### src/rtl/jtag_cfg_cmd_ctrl.sv
module jtag_cfg_cmd_ctrl #(
  parameter int DATA_W   = 16,
  parameter int BUSY_CYC = 8,
  parameter int CAL_CYC  = 24
) (
  input  logic              clk,
  input  logic              rst_n,
  input  logic              upd_ir,
  input  logic              upd_dr,
  input  logic              rti_entry,
  input  logic              tlr,
  input  logic [3:0]        instr,
  input  logic [DATA_W-1:0] shift_data,
  output logic [DATA_W-1:0] rd_data,
  output logic [DATA_W-1:0] live_cfg,
  output logic              secure,
  output logic              busy,
  output logic              cal_busy,
  output logic              pwr_down,
  output logic              out_en
);
  localparam int BW = $clog2(BUSY_CYC + 1);
  localparam int CW = $clog2(CAL_CYC + 1);

  localparam logic [3:0] C_PCFG = 4'd1, C_PSIG = 4'd2, C_PSEC = 4'd3,
                         C_ECFG = 4'd4, C_ESIG = 4'd5, C_BULK = 4'd6,
                         C_LTCH = 4'd7, C_RLD  = 4'd8, C_PUP  = 4'd9,
                         C_PDN  = 4'd10, C_CAL = 4'd11,
                         C_RCFG = 4'd12, C_RSIG = 4'd13;

  logic [DATA_W-1:0] cfg_st, sig_st, dreg;
  logic [3:0]        pend_op;
  logic              pend_vld, sel_sig;
  logic [BW-1:0]     bcnt;
  logic [CW-1:0]     ccnt;

  wire go      = rti_entry && pend_vld && (bcnt == '0);
  wire is_def  = (instr >= C_PCFG) && (instr <= C_CAL);
  wire nv_op   = (pend_op >= C_PCFG) && (pend_op <= C_BULK);
  wire is_ers  = (pend_op == C_ECFG) || (pend_op == C_ESIG) || (pend_op == C_BULK);

  assign busy     = (bcnt != '0);
  assign cal_busy = (ccnt != '0);
  assign out_en   = ~pwr_down;
  assign rd_data  = sel_sig ? sig_st : (secure ? '0 : cfg_st);

  always_ff @(posedge clk or negedge rst_n) begin
    if (!rst_n) begin
      pend_vld <= 1'b0;
      pend_op  <= '0;
      sel_sig  <= 1'b0;
      dreg     <= '0;
    end else begin
      if (upd_dr) dreg <= shift_data;
      if (tlr) pend_vld <= 1'b0;
      else if (upd_ir) begin
        pend_vld <= is_def;
        pend_op  <= instr;
        if (instr == C_RCFG) sel_sig <= 1'b0;
        if (instr == C_RSIG) sel_sig <= 1'b1;
      end else if (rti_entry) pend_vld <= 1'b0;
    end
  end

  always_ff @(posedge clk or negedge rst_n) begin
    if (!rst_n) begin
      bcnt <= '0;
      ccnt <= '0;
    end else begin
      if (go && nv_op) bcnt <= BW'(BUSY_CYC);
      else if (bcnt != '0) bcnt <= bcnt - 1'b1;
      if (go && pend_op == C_CAL && ccnt == '0) ccnt <= CW'(CAL_CYC);
      else if (ccnt != '0) ccnt <= ccnt - 1'b1;
    end
  end

  always_ff @(posedge clk or negedge rst_n) begin
    if (!rst_n) begin
      cfg_st   <= '0;
      sig_st   <= '0;
      secure   <= 1'b0;
      live_cfg <= '0;
      pwr_down <= 1'b0;
    end else if (go) begin
      case (pend_op)
        C_PCFG: cfg_st <= cfg_st | dreg;
        C_PSIG: sig_st <= sig_st | dreg;
        C_PSEC: secure <= 1'b1;
        C_ECFG: cfg_st <= '0;
        C_ESIG: sig_st <= '0;
        C_BULK: begin
          cfg_st <= '0;
          sig_st <= '0;
          secure <= 1'b0;
        end
        C_LTCH, C_RLD: live_cfg <= cfg_st;
        C_PUP:  pwr_down <= 1'b0;
        C_PDN:  pwr_down <= 1'b1;
        default: ;
      endcase
    end
  end

  a_r1_no_exec_at_upd_ir: assert property (@(posedge clk) disable iff (!rst_n)
    upd_ir && !rti_entry |=> $stable(cfg_st) && $stable(sig_st) && $stable(pwr_down) && $stable(live_cfg));

  a_r3_program_sets_only: assert property (@(posedge clk) disable iff (!rst_n)
    go && pend_op == C_PCFG |=> cfg_st == ($past(cfg_st) | $past(dreg)));

  a_r5_secure_clear_by_bulk: assert property (@(posedge clk) disable iff (!rst_n)
    $fell(secure) |-> $past(go && pend_op == C_BULK));

  a_r7_erase_keeps_live: assert property (@(posedge clk) disable iff (!rst_n)
    go && is_ers |=> $stable(live_cfg));

  a_r8_drop_while_busy: assert property (@(posedge clk) disable iff (!rst_n)
    busy && rti_entry && !upd_ir |=> $stable(cfg_st) && $stable(sig_st) && $stable(secure) && $stable(pwr_down));

  a_r10_cal_runs_on: assert property (@(posedge clk) disable iff (!rst_n)
    ccnt > CW'(1) |=> cal_busy);
endmodule

### config.mk
export PLATFORM = sky130hd
export DESIGN_NAME = jtag_cfg_cmd_ctrl
export DESIGN_NICKNAME = d
export VERILOG_FILES = /design/src/rtl/jtag_cfg_cmd_ctrl.sv
export SDC_FILE = /design/constraint.sdc
export NUM_CORES = 1
export LEC_CHECK = 0
export BUFFER_PORTS_ARGS = -buffer_cell sky130_fd_sc_hd__buf_4
export CORE_ASPECT_RATIO = 0.75
export CORE_MARGIN = 5
export CORE_UTILIZATION = 50
export CTS_CLUSTER_DIAMETER = 30
export DETAILED_ROUTE_END_ITERATION = 6
export GPL_TIMING_DRIVEN = 0
export PLACE_DENSITY_LB_ADDON = 0.3
export SLEW_MARGIN = 15
export SYNTH_ARGS = -nofsm -noshare
export SYNTH_HDL_FRONTEND = slang
export SYNTH_SLANG_ARGS = --single-unit
### constraint.sdc
create_clock -name clk -period 2 [get_ports clk]
set_clock_uncertainty 0.15 [all_clocks]
set_input_delay 0.2 -clock clk [delete_from_list [all_inputs] [get_ports clk]]
set_output_delay 0.2 -clock clk [all_outputs]
set_load 0.02 [all_outputs]
==> impl_metrics.ini <==
[global_routing]
grt.total_usage_pct = 20.9
vias_in_the_first_global_route = 2737
global_route_wire_length_before_repair_mm = 14.0
grt_overflow_total = 0
largest_net_degree_at_the_start_of_global_routing = 82
antenna_found_initial = 0

[clock_network]
cts_root_buffer = clkbuf_8
clk-insertion-delay-late_ns = 0.36
clkTransAtPathRegs_ns = 0.08
ctsHtreeMaxLevel = 3
tritoncts_clock_tree = done
cts_buffers = 9
clock_sink_count = 81
clockBufferDepth = 2

[critical_path]
timing_worst_setup_path_type = reg2reg
worst-path-buf-inv = 3
setup.worst_path.end = cfg_st[5]
worstPathCellList = inv_2 -> ha_4 -> nor3b_4 -> inv_2 -> or3_4 -> nor4_4 -> buf_4 -> a22o_2
cp-startpoint = bcnt[1]
timing.critical_path.from_type = flip-flop
rrSetupSlack_ns = -0.24
worst_path_dominant_cell_family = simple AND/OR/NAND/NOR gates
worst_ep_arrival_time_ns = 2.38
r2r_cells = 8
cpMostUsedCell = inv_2
critical_path.max_fanout = 6
r2r_end = cfg_st[5]
timing.critical_path.slowest_cell_delay_ns = 0.40
cp_slowest_cell = dfrtp_1
critical_path_data_required_time_ns = 2.14
endpoint_kind = flip-flop
worst_reg2reg_path_startpoint = bcnt[1]
critical_path_cell_count = 8

[timing]
max_slew_margin_pct = 32.5
rsz_0062_raised_after_global_routing = yes
final_max_slew_viol_count = 0
max_freq_mhz = 446
endpoints_failing_setup = 40
finalHoldViolations = 0
worst_slack_ns = -0.241
final_worst_path_cycle_share_pct = 112
max_slew.worst_pin.slew_ns = 1.01
period_needed_ns = 2.24

[drt]
routedWlPerCell_um = 18.1
drt_first_pass_iters = 4
drc = 0
totalWireLength_mm = 9.33
drt_iter0_drc = 233
num_vias = 2864
via_per_inst = 5.55
drt.antenna.violating_nets = 0

[yosys]
synth_top_cells_by_count = 81 x dfrtp_1, 45 x nand2_1, 25 x mux2_2
synth_largest_type_area_fraction_pct = 58.1
dominantRegCellSynth = dfrtp_1
synthMostInstantiatedCell = dfrtp_1
yosysUniqueCellTypes = 41
postSynthRegisterBits = 81
number_of_enable_type_register_cells_in_the_synthesized_netlist = 0
synth_fp_nets = 331
cell_types_with_the_largest_area_share_after_synthesis = dfrtp_1 58%, mux2_2 8.1%, nand2_1 4.8%, a22o_2 4.0%, mux2_1 3.2%
area_of_the_mapped_netlist_mm2 = 0.00349
syn_avg_cell_area_um2 = 11.5
async_flop_share_pct = 100
yosysSeqAreaShare_pct = 58.1
synth.yosys.warnings = 0
postSynthCellCount = 303
synth_top_cell_by_area = dfrtp_1

[floorplan]
ioPinCount = 63
design.die.area_mm2 = 0.00876
rows = 26
core_area_mm2 = 0.00680
die_h_um = 82.3
die_width_um = 106
floorplan.initialDensity_pct = 51.3

[power]
sequentialPowerShare_pct = 45.6
netSwitchingFraction_pct = 31.2
power_switching_mw = 1.41
power_frac_clock_pct = 27.4
leakagePower_nw = 2.38
pwr_density_cell_mw_per_mm2 = 912
combPwrFrac_pct = 27.1
report.power.total_mw = 4.52
p_int_mw = 3.11
vdd_ir_drop_max_uv = 525

[run_status]
failed_checks = setup timing
outcome = finished with violations

[placed_design]
gp_congestion = 0.775
placement.io_buffers = 61
dp_hpwl_mm = 5.36
dpl_cell_area_mm2 = 0.00407
post-place-ws_ns = -0.541

[cells_and_area]
design_area_mm2 = 0.00495
fillerInstances = 426
finish.net_count = 456
layout-area-overhead-vs-synth_pct = 42.0
post_route_cells_drive_above_1_share_pct = 44.7
antenna_diodes = 0

[job]
drv_cap = 0

[worst_hold_path]
worst_hold_path_type = in2reg
## layout by cell type (no fill, tap or decap), types with 2 or more instances in the layout
cell type / netlist / final
buf_4: 2 / 86
dfrtp_1: 81 / 80
nand2_1: 45 / 45
mux2_2: 25 / 25
dlygate4sd3_1: 0 / 24
nor2_1: 18 / 18
a21oi_1: 18 / 17
o21ai_0: 21 / 15
a22o_2: 14 / 13
clkbuf_8: 1 / 12
mux2_4: 0 / 10
buf_6: 2 / 8
inv_1: 11 / 7
o21ai_1: 0 / 6
inv_2: 1 / 4
or3_4: 1 / 4
clkbuf_2: 1 / 3
a22o_1: 3 / 3
clkbuf_1: 7 / 3
nand3_1: 5 / 3
nor3_1: 6 / 3
nand3_2: 0 / 2
nand2b_1: 2 / 2
clkinvlp_4: 0 / 2
nor4_4: 2 / 2
nor3_4: 0 / 2
o22ai_1: 2 / 2
## sequential cells by signal, summed over array words and instances, names as in the netlist
signal	flops
sig_st	16
cfg_st	16
pwr_down	1
bcnt	4
pend_op	4
pend_vld	1
secure	1
live_cfg	16
ccnt	5
sel_sig	1
dreg	16
## cell families after synthesis
group / count (synthesis) / share of synthesized area, %
buffers and inverters: 27 / 3.95
multiplexers: 36 / 11.6
flip-flops: 81 / 58.1
AO/OA/AOI/OAI: 64 / 12.2
adder cells (fa/ha/maj): 2 / 0.718
XOR/XNOR: 1 / 0.251
AND/OR/NAND/NOR: 92 / 13.2
## power groups by stage
stage                     logic [mW]  clock network, mW  registers [mW]
after global routing            1.33               1.32            2.08
final                           1.22               1.24            2.06
after detailed placement       0.926                  0            2.07
after floorplan                0.628                  0            2.03
after global placement         0.892                  0            2.05
after CTS                       1.11               1.25            2.05
## timing repair
item | CTS | global route
gates cloned | 1 | 1
buffers inserted | 15 | 13
hold endpoints to repair | 103 | 1
setup endpoints to repair | 65 | 72
resized for setup | 32 | 27
pin swaps | 8 | 6
hold buffers | 23 | 2
## worst reg2reg max path, delay by kind of cell (launching register included)
family          cells  cell delay, ns
simple gates        3            1.00
flops               1            0.40
buf+inv             3            0.38
fa+ha+maj           1            0.14
compound gates      1            0.13
## metrics by stage
step | hold WS, ns | util [%] | TNS, ns | instances
final | 0.181 | 72.8 | -5.62 | 516
after global routing | 0.203 | 72.8 | -9.48 | 516
after CTS | 0.163 | 70.2 | -4.63 | 501
after detailed placement | 0.236 | 59.9 | -16.63 | 448
after global placement | 0.234 | 59.9 | -15.51 | 448
after floorplan | -0.246 | - | -2.97 | 303
## metal layers
layer	global-route usage (%)	part of all wire, %	up-vias
met4	6.39	2.7	0
met1	28.1	45	1426
met5	0	0	-
met3	5.67	5.5	26
met2	33.8	47	103
li1	-	-	1309
## area by class of cell
type                       instances  area (um^2)  area share (%)
buffer                            14          115            2.32
timing repair buffer             115          971            19.6
tap                               84          105            2.12
multi-input combinational        195         1480            29.9
clock inverter                     4         51.3            1.04
inverter                          12         48.8           0.985
clock buffer                      11          151            3.06
sequential                        81         2030            41.0
## worst min path at each step
stage / startpoint / end / slack (ns) / cells after the start
finish: rti_entry / sig_st[15] / 0.18 / 4
global route: upd_dr / dreg[1] / 0.20 / 2
CTS: rti_entry / sig_st[4] / 0.16 / 4
detailed placement: tlr / pend_vld / 0.24 / 2
global placement: tlr / pend_vld / 0.23 / 2
floorplan: rst_n / bcnt[0] / -0.25 / 0
Note: power is estimated with default switching activity, not from simulation.
